## src/rtl/ctlreg_pkg.sv

```systemverilog
package ctlreg_pkg;

  localparam int PSW_W = 8;

  // status word bit positions
  localparam int PSW_IE   = 7;
  localparam int PSW_ZF   = 6;
  localparam int PSW_RB1  = 5;
  localparam int PSW_AC   = 4;
  localparam int PSW_RB0  = 3;
  localparam int PSW_ZERO = 2;
  localparam int PSW_ISP  = 1;
  localparam int PSW_CY   = 0;

  localparam logic [PSW_W-1:0] PSW_RESET  = 8'h02;
  localparam logic [PSW_W-1:0] PSW_KEEP   = ~(8'h01 << PSW_ZERO);

  typedef enum logic [2:0] {
    VF_REQ_LO,
    VF_WAIT_LO,
    VF_REQ_HI,
    VF_WAIT_HI,
    VF_RUN
  } vf_state_e;

endpackage

```

## src/rtl/vec_fetch.sv

```systemverilog
module vec_fetch
  import ctlreg_pkg::*;
#(
  parameter int                ADDR_W   = 16,
  parameter int                DATA_W   = 8,
  parameter logic [ADDR_W-1:0] VEC_BASE = '0
) (
  input  logic              clk,
  input  logic              rst_n,
  output logic              req_valid,
  input  logic              req_ready,
  output logic [ADDR_W-1:0] req_addr,
  input  logic              rsp_valid,
  output logic              rsp_ready,
  input  logic [DATA_W-1:0] rsp_data,
  output logic              lo_we,
  output logic              hi_we,
  output logic [DATA_W-1:0] byte_out,
  output logic              busy
);

  localparam logic [ADDR_W-1:0] HI_OFS = ADDR_W'(1);

  vf_state_e state, state_nx;

  always_comb begin
    state_nx = state;
    case (state)
      VF_REQ_LO:  if (req_ready) state_nx = VF_WAIT_LO;
      VF_WAIT_LO: if (rsp_valid) state_nx = VF_REQ_HI;
      VF_REQ_HI:  if (req_ready) state_nx = VF_WAIT_HI;
      VF_WAIT_HI: if (rsp_valid) state_nx = VF_RUN;
      default:    state_nx = VF_RUN;
    endcase
  end

  always_ff @(posedge clk or negedge rst_n) begin
    if (!rst_n) state <= VF_REQ_LO;
    else        state <= state_nx;
  end

  assign req_valid = (state == VF_REQ_LO) || (state == VF_REQ_HI);
  assign req_addr  = (state == VF_REQ_HI) ? VEC_BASE + HI_OFS : VEC_BASE;
  assign rsp_ready = (state == VF_WAIT_LO) || (state == VF_WAIT_HI);
  assign lo_we     = (state == VF_WAIT_LO) && rsp_valid;
  assign hi_we     = (state == VF_WAIT_HI) && rsp_valid;
  assign byte_out  = rsp_data;
  assign busy      = (state != VF_RUN);

  AST_REQ_HOLD: assert property (@(posedge clk) disable iff (!rst_n)
    req_valid && !req_ready |=> req_valid && $stable(req_addr));

  AST_BUSY_STAYS_LOW: assert property (@(posedge clk) disable iff (!rst_n)
    !busy |=> !busy);

  AST_NO_RSP_IN_REQ: assert property (@(posedge clk) disable iff (!rst_n)
    !($onehot0({req_valid, rsp_ready}) == 1'b0));

endmodule

```

## src/rtl/pc_reg.sv

```systemverilog
module pc_reg #(
  parameter int PC_W   = 16,
  parameter int DATA_W = 8,
  parameter int LEN_W  = 3
) (
  input  logic              clk,
  input  logic              rst_n,
  input  logic              busy,
  input  logic              lo_we,
  input  logic              hi_we,
  input  logic [DATA_W-1:0] vec_byte,
  input  logic              adv,
  input  logic [LEN_W-1:0]  adv_len,
  input  logic              load,
  input  logic [PC_W-1:0]   target,
  output logic [PC_W-1:0]   pc
);

  localparam int PAD_W = PC_W - LEN_W;
  localparam int HI_W  = PC_W - DATA_W;

  logic [PC_W-1:0] step;
  logic [PC_W-1:0] pc_nx;

  assign step = {{PAD_W{1'b0}}, adv_len};

  always_comb begin
    pc_nx = pc;
    if (busy) begin
      if (lo_we) pc_nx[DATA_W-1:0] = vec_byte;
      if (hi_we) pc_nx[PC_W-1:DATA_W] = vec_byte[HI_W-1:0];
    end else if (load) begin
      pc_nx = target;
    end else if (adv) begin
      pc_nx = pc + step;
    end
  end

  always_ff @(posedge clk or negedge rst_n) begin
    if (!rst_n) pc <= '0;
    else        pc <= pc_nx;
  end

  AST_PC_FROZEN_BUSY: assert property (@(posedge clk) disable iff (!rst_n)
    busy && !lo_we && !hi_we |=> $stable(pc));

  AST_PC_BRANCH: assert property (@(posedge clk) disable iff (!rst_n)
    !busy && load |=> pc == $past(target));

  AST_PC_STEP: assert property (@(posedge clk) disable iff (!rst_n)
    !busy && adv && !load |=> pc == $past(pc) + $past(step));

endmodule

```

## src/rtl/psw_reg.sv

```systemverilog
module psw_reg
  import ctlreg_pkg::*;
(
  input  logic             clk,
  input  logic             rst_n,
  input  logic             ei,
  input  logic             di,
  input  logic             ack,
  input  logic [PSW_W-1:0] wr_mask,
  input  logic [PSW_W-1:0] wr_val,
  input  logic             restore,
  input  logic [PSW_W-1:0] restore_data,
  output logic [PSW_W-1:0] psw
);

  logic [PSW_W-1:0] flags_nx;
  logic [PSW_W-1:0] psw_nx;

  always_comb begin
    flags_nx = (psw & ~wr_mask) | (wr_val & wr_mask);
    if (ei)        flags_nx[PSW_IE] = 1'b1;
    if (di || ack) flags_nx[PSW_IE] = 1'b0;
    psw_nx = restore ? restore_data : flags_nx;
    psw_nx = psw_nx & PSW_KEEP;
  end

  always_ff @(posedge clk or negedge rst_n) begin
    if (!rst_n) psw <= PSW_RESET;
    else        psw <= psw_nx;
  end

  AST_BIT2_ZERO: assert property (@(posedge clk) disable iff (!rst_n)
    !psw[PSW_ZERO]);

  AST_IE_CLEAR: assert property (@(posedge clk) disable iff (!rst_n)
    (di || ack) && !restore |=> !psw[PSW_IE]);

  AST_IE_SET: assert property (@(posedge clk) disable iff (!rst_n)
    ei && !di && !ack && !restore |=> psw[PSW_IE]);

  AST_RESTORE_WINS: assert property (@(posedge clk) disable iff (!rst_n)
    restore |=> psw == ($past(restore_data) & PSW_KEEP));

endmodule

```

## src/rtl/cpu_ctl_regs.sv

```systemverilog
module cpu_ctl_regs
  import ctlreg_pkg::*;
#(
  parameter int PC_W  = 16,
  parameter int LEN_W = 3
) (
  input  logic              clk,
  input  logic              rst_n,
  output logic              vec_req_valid,
  input  logic              vec_req_ready,
  output logic [PC_W-1:0]   vec_req_addr,
  input  logic              vec_rsp_valid,
  output logic              vec_rsp_ready,
  input  logic [7:0]        vec_rsp_data,
  output logic              busy,
  input  logic              pc_adv,
  input  logic [LEN_W-1:0]  pc_adv_len,
  input  logic              pc_load,
  input  logic [PC_W-1:0]   pc_target,
  input  logic              ei_exec,
  input  logic              di_exec,
  input  logic              int_ack,
  input  logic [PSW_W-1:0]  flag_wr_mask,
  input  logic [PSW_W-1:0]  flag_wr_val,
  input  logic              psw_restore,
  input  logic [PSW_W-1:0]  psw_restore_data,
  output logic [PC_W-1:0]   pc,
  output logic [PSW_W-1:0]  psw,
  output logic              int_en
);

  localparam int BYTE_W = 8;

  logic              lo_we;
  logic              hi_we;
  logic [BYTE_W-1:0] vec_byte;

  vec_fetch #(
    .ADDR_W   (PC_W),
    .DATA_W   (BYTE_W),
    .VEC_BASE ('0)
  ) u_fetch (
    .clk       (clk),
    .rst_n     (rst_n),
    .req_valid (vec_req_valid),
    .req_ready (vec_req_ready),
    .req_addr  (vec_req_addr),
    .rsp_valid (vec_rsp_valid),
    .rsp_ready (vec_rsp_ready),
    .rsp_data  (vec_rsp_data),
    .lo_we     (lo_we),
    .hi_we     (hi_we),
    .byte_out  (vec_byte),
    .busy      (busy)
  );

  pc_reg #(
    .PC_W   (PC_W),
    .DATA_W (BYTE_W),
    .LEN_W  (LEN_W)
  ) u_pc (
    .clk      (clk),
    .rst_n    (rst_n),
    .busy     (busy),
    .lo_we    (lo_we),
    .hi_we    (hi_we),
    .vec_byte (vec_byte),
    .adv      (pc_adv),
    .adv_len  (pc_adv_len),
    .load     (pc_load),
    .target   (pc_target),
    .pc       (pc)
  );

  psw_reg u_psw (
    .clk          (clk),
    .rst_n        (rst_n),
    .ei           (ei_exec),
    .di           (di_exec),
    .ack          (int_ack),
    .wr_mask      (flag_wr_mask),
    .wr_val       (flag_wr_val),
    .restore      (psw_restore),
    .restore_data (psw_restore_data),
    .psw          (psw)
  );

  assign int_en = psw[PSW_IE];

  AST_ACK_SAVE_OLD: assert property (@(posedge clk) disable iff (!rst_n)
    int_ack && !psw_restore && int_en |=> $fell(int_en));

endmodule

```

## config.mk

```make
export PLATFORM = sky130hd
export DESIGN_NAME = cpu_ctl_regs
export DESIGN_NICKNAME = d
export VERILOG_FILES = /design/src/rtl/ctlreg_pkg.sv /design/src/rtl/vec_fetch.sv /design/src/rtl/pc_reg.sv /design/src/rtl/psw_reg.sv /design/src/rtl/cpu_ctl_regs.sv
export SDC_FILE = /design/constraint.sdc
export NUM_CORES = 1
export LEC_CHECK = 0
export BUFFER_PORTS_ARGS = -buffer_cell sky130_fd_sc_hd__buf_2
export CAP_MARGIN = 20
export CORE_MARGIN = 2
export CORE_UTILIZATION = 42
export DETAILED_ROUTE_END_ITERATION = 8
export PLACE_DENSITY_LB_ADDON = 0.2
export SLEW_MARGIN = 25
export SYNTH_ARGS = -nofsm -noshare
export SYNTH_HDL_FRONTEND = slang
export SYNTH_HIERARCHICAL = 1
export SYNTH_SLANG_ARGS = --single-unit
```

## constraint.sdc

```tcl
create_clock -name clk -period 1.86 [get_ports clk]
set_input_delay 0.186 -clock clk [delete_from_list [all_inputs] [get_ports clk]]
set_output_delay 0.186 -clock clk [all_outputs]
set_load 0.01 [all_outputs]
```

# Yosys cells after proc, flatten, opt, wreduce, memory -nomap -nowiden
# Index checks and enable logic that the tools add are counted.
[totals] register_bits=26 in_bits=61 out_inout_bits=44 word_cells=43
[classes] n_addsub=1 n_eq_ne=10 n_mux=14 n_bitwise=4 reduce_logical=10
[op_table] operator="16-bit 2-to-1 mux" n=3
[op_table] operator="8-bit 2-to-1 mux" n=3
[op_table] operator="16-bit by 3-bit adder with 16-bit output" n=1
[op_table] operator="8-bit bitwise AND" n=2
[op_table] operator="3-bit 2-to-1 mux" n=4
[op_table] operator="3-bit case mux with 4 select lines" n=1
[op_table] operator="2-bit inequality test (second input constant)" n=4
[op_table] operator="8-bit NOT" n=1
[op_table] operator="8-bit OR" n=1
[op_table] operator="3-bit by 2-bit equality test with 1-bit output (second input constant)" n=2
[op_table] operator="2-bit by 1-bit inequality test with 1-bit output (second input constant)" n=2
[op_table] operator="2-bit AND reduction" n=2
[op_table] operator="4-bit AND reduction" n=1
[op_table] operator="3-bit by 1-bit equality test with 1-bit output (second input constant)" n=1
[op_table] operator="3-bit logical NOT" n=1
[op_table] operator="1-bit logical OR" n=3
[op_table] operator="1-bit 2-to-1 mux" n=3
[op_table] operator="3-bit inequality test (second input constant)" n=1
[op_table] operator="3-bit nonzero test" n=1
[op_table] operator="1-bit logical AND" n=2

# Depth between registers and ports, before layout
[logic_depth] word_depth=6 depth_mapped=9 depth_no_buf=6

# Hierarchy
# The synthesis kept the hierarchy.
[modules_own_cells] module="pc_reg" instances=1 cells_per_inst=168 area_each_um2=1371.3 seq_area_each_um2=400.4
[modules_own_cells] module="psw_reg" instances=1 cells_per_inst=33 area_each_um2=347.8 seq_area_each_um2=176.4
[modules_own_cells] module="vec_fetch" instances=1 cells_per_inst=42 area_each_um2=335.3 seq_area_each_um2=75.1
[modules_own_cells] module="cpu_ctl_regs" instances=1 cells_per_inst=1 area_each_um2=7.5 seq_area_each_um2=0.0

# Worst setup path after synthesis
# No wires, ideal clock.
[synth_path] path_kind="register -> register" start="register u_fetch.state[2]" end="register u_pc.pc[15]" setup_ps=131 t_arrival_ps=1865 t_required_ps=1729 setup_slack_ps=-136 path_stages_with_launch=7 path_buffers=0 synth_period_minus_slack_ps=1996 cell_sequence="dfrtp_1 -> nand2b_1 -> nor2_1 -> nand2b_1 -> nand2_1 -> o311a_1 -> or3_1"
[synth_between] elab_chain_len=4 word_cells_on_any_way=7 classes_between="3 x eq/ne; 1 x mux; 3 x reduce/logical"
[synth_lines] item="start: declaration" line_no="vec_fetch.sv:24" source="vf_state_e state, state_nx;"
[synth_lines] item="start signal: assignment" line_no="vec_fetch.sv:39" source="else state <= state_nx;"
[synth_lines] item="3-bit by 2-bit equality test with 1-bit output" line_no="vec_fetch.sv:46" source="assign hi_we = (state == VF_WAIT_HI) && rsp_valid;"
[synth_lines] item="1-bit logical AND" line_no="vec_fetch.sv:46"
[synth_lines] item="net hi_we" line_no="cpu_ctl_regs.sv:35" source="logic hi_we;"
[synth_lines] item="2-bit by 1-bit inequality test with 1-bit output (no line)"
[synth_lines] item="2-bit AND reduction (no line)"
[synth_lines] item="end signal: assignment" line_no="pc_reg.sv:41" source="else pc <= pc_nx;"
[synth_lines] item="end: declaration" line_no="pc_reg.sv:16" source="output logic [PC_W-1:0] pc"
# The timed path passes the listed nets, and every way through them passes these cells.
# A chain may end at the register's enable or synchronous reset.

# Worst setup path after layout
[layout_path] start="register u_pc.pc[1]" end="register u_pc.pc[15]"
[layout_between] elab_chain_len=4
[layout_lines] item="16-bit by 3-bit adder with 16-bit output" line_no="pc_reg.sv:35" source="pc_nx = pc + step;"
[layout_lines] item="16-bit 2-to-1 mux" line_no="pc_reg.sv:34" source="end else if (adv) begin"
[layout_lines] item="16-bit 2-to-1 mux" line_no="pc_reg.sv:32" source="end else if (load) begin"
[layout_lines] item="16-bit 2-to-1 mux" line_no="pc_reg.sv:29" source="if (busy) begin"
# Every way passes these cells. The select of a mux whose other input is x is not followed.

==> summary.txt <==
Min path
  • Worst hold stages: 3
  • HP Start: psw_restore_data[4]
  • Hold crit path type: input port to flop

Timing
  • Hold Fails Final Rpt: 0
  • Final setup vio count: 1
  • Final min period: 1.901 ns
  • Slew margin rel.: 59.18%
  • RSZ-0062 raised after global routing: true
  • Clk_skew: 0.01196 ns
  • Final Max Tran Viols: 0
  • Setup TNS: -0.04099 ns
  • Worst slew pin tran: 0.6123 ns
  • Final Cycle Share: 102.2%
  • FMAX: 0.5260 GHz
  • Final setup margin: -0.04099 ns

Setup path
  • Crit path DAT: 2.06 ns
  • Worst-path maximum fanout: 4
  • R2R Path End: u_pc/pc[15]
  • Worst Path Required: 2.01 ns
  • Reg-to-reg critical path startpoint: u_pc/pc[1]
  • CP startpoint kind: flop
  • Crit Path Category: flop to flop
  • Flop2flop setup slack: -0.04 ns
  • FF-to-FF path depth: 5
  • Crit. End Element: flop

Power
  • Pwr dens: 1388 nW/um^2
  • Max VDD drop: 0.7171 mV
  • Switching share of power: 44.43%
  • P_int: 2.136 mW
  • P_sw: 1.708 mW
  • LEAKAGE: 1.347 nW
  • Sequential share of power: 25.5%
  • Clock power frac: 8.9%
  • Total power: 3.844 mW
  • Logic pwr share: 65.7%

Floorplan
  • Initial Util: 43.66%
  • Die area: 5486 sq um
  • Die Y-Extent: 74.07 um
  • # rows: 25
  • Core ar.: 4723 sq um
  • Die X: 74.07 um
  • Ports: 105

Clock tree
  • Clk slew on worst S/H paths: 0.10 ns
  • Clk root buf: clkbuf_8
  • H-tree depth: 1
  • Clock buffer depth: 2
  • Num CTS Buffers: 3
  • Clock Sinks: 26
  • Latest clock arrival within the worst-skew pair: 0.28 ns
  • TritonCTS clock tree: done

Global route
  • Number of antenna violations at the first check in global routing: 0
  • Largest net degree at the start of global routing: 27
  • Number of global-route vias before repair: 1870
  • First-pass GRT wire length: 8611 um
  • Gr ovfl total: 0
  • Overall Global Routing Usage: 20.31%

Yosys
  • Post-synthesis sequential area ratio: 31.61%
  • Yosys cell types: 61
  • Syn Inst Count: 244
  • Flops & latches, synth: 26
  • Mapped Area: 2062 sq um
  • Yosys top cell area share: 30.34%
  • Top FF cell, synth: dfrtp_1
  • Yosys synthesis warning count: 6
  • Synth area leaders: dfrtp_1 30%, buf_4 9.1%, mux2i_1 5.3%
  • Largest area contributor in the netlist: dfrtp_1
  • Post-synth ARST share: 100.0%
  • EDFF count, synth: 0
  • Syn_area_per_cell: 8.451 sq um

Route
  • Vias per Instance: 5.146
  • Post-Route WL: 5660 um
  • Vias: 2110
  • First-pass iteration count of the detailed router: 4
  • # DRC: 0
  • Antenna-violating nets left: 0
  • Initial drt markers: 123
  • Wirelength per Cell: 13.80 um

Place
  • Pre-CTS setup slack: -0.04046 ns
  • PortBufs: 85
  • Dpl cell area: 2635 sq um
  • Final Wtd Congestion: 0.8757
  • Hpwl dp: 4425 um

Layout
  • Share of cells above drive strength 1: 41.98%
  • Final #Nets: 409
  • Ant. Diodes: 0
  • P&R area growth vs syn: 34.28%
  • Final Core Density: 58.62%
  • Final instance area: 2769 sq um

Outcome
  • Status: complete, but fails checks
  • Failing checks: negative setup slack

Job
  • MaxCap Viol Count: 0
==> per-layer routing <==
| metal | wire, um | track usage [%] | up-vias |
|---|---|---|---|
| met4 | 58 | 6.465 | 0 |
| li1 | - | - | 1049 |
| met5 | 0 | 0 | - |
| met2 | 2662 | 34.13 | 90 |
| met3 | 446 | 2.846 | 5 |
| met1 | 2492 | 27.04 | 966 |
==> power groups by stage <==
stage / registers, mW / clock network, mW / logic [mW]
2_1_floorplan: 1.10 / 0 / 1.41
6_report: 0.979 / 0.341 / 2.52
4_1_cts: 0.978 / 0.351 / 2.41
5_1_grt: 1.01 / 0.377 / 2.78
3_5_place_dp: 0.990 / 0 / 2.37
3_3_place_gp: 0.979 / 0 / 2.33
==> cell type report <==
cell class / count / area [sq um]
inverters: 6 / 22.52
well taps: 67 / 83.83
clock buffers: 4 / 45.04
multi-input cells: 189 / 1289
flip-flops and latches: 26 / 653.1
fillers: 434 / 1954
repair buffers: 118 / 675.6
==> synthesized netlist by cell type (2+ instances only) <==
cell and instances:
a21o_1 3, a21oi_1 20, a2bb2oi_1 3, a31o_1 2, a31oi_1 4, a32oi_1 2
and2_1 3, and3_1 2, buf_2 5, buf_4 25, clkbuf_1 6, conb_1 2
dfrtp_1 25, ha_1 3, inv_1 5, mux2i_1 11, nand2_1 21, nand2_2 2
nand2b_1 9, nand3b_1 3, nand4_1 3, nor2_1 14, nor2b_1 4, nor3_1 2
nor4_1 4, o2111ai_1 2, o211ai_1 2, o21ai_0 11, o21ai_1 7, o22ai_1 3
o311ai_0 2, or3_1 5
==> cells in the final DEF (no fill, tap or decap), types with 2 or more instances in the layout <==
master / instances
or3_1: 4
a31oi_1: 4
o21ai_0: 11
nand4_1: 3
o22ai_1: 3
a21oi_1: 20
mux2i_1: 11
a211oi_2: 2
buf_2: 85
and3_1: 2
nand2b_4: 2
a32oi_1: 2
a31o_1: 2
a2bb2oi_1: 3
a21o_1: 2
nor2_1: 12
o311ai_1: 2
and2_1: 2
o2111ai_1: 2
o211ai_1: 2
conb_1: 16
nand2_1: 18
nor2_2: 2
inv_1: 5
nor3_1: 2
buf_4: 32
nand2b_1: 7
o21ai_1: 7
nand2_2: 5
dfrtp_1: 24
nand3b_1: 3
nor2b_1: 4
ha_1: 2
clkbuf_8: 3
nor4_1: 3
==> what timing repair did <==
item	CTS	global route
setup buffers	1	3
hold buffers	1	0
pin swaps	5	8
resized for setup	3	8
endpoints found under the setup margin	8	13
endpoints found under the hold margin	25	0
==> worst max-delay path, cell delays in order (launching register included) <==
cell and delay (ns):
dfrtp_2 0.45, ha_4 0.27, a211o_1 0.18, o2111ai_4 0.16, o311a_1 0.37, or3_1 0.34
==> cell families after synthesis <==
| logic type | Yosys count | synth area share, % |
|---|---|---|
| compound gates | 75 | 24.45 |
| xor+xnor | 1 | 0.4248 |
| fa+ha+maj | 4 | 2.791 |
| buf+inv | 43 | 12.68 |
| flops | 26 | 31.61 |
| mux | 13 | 6.432 |
| other cells | 2 | 0.3642 |
| simple gates | 80 | 21.24 |
==> how the worst max path moves through the flow <==
stage | start | end | slack, ns | depth (start not counted)
floorplan | u_fetch/state[0] | u_pc/pc[11] | -0.01 | 8
global placement | u_pc/pc[1] | u_pc/pc[13] | -0.001 | 5
detailed placement | u_pc/pc[0] | u_pc/pc[4] | -0.04 | 6
CTS | u_pc/pc[1] | u_pc/pc[15] | -0.06 | 5
global route | u_pc/pc[1] | u_pc/pc[15] | -0.12 | 5
finish | u_pc/pc[1] | u_pc/pc[15] | -0.04 | 5
==> metrics by stage <==
step	instances	hold slack [ns]
after floorplan	258	-0.1096
after global placement	401	0.2333
after detailed placement	401	0.2397
after CTS	407	0.1100
after global routing	410	0.1197
final	410	0.1161
No activity file was read; power rests on OpenSTA's default activity.
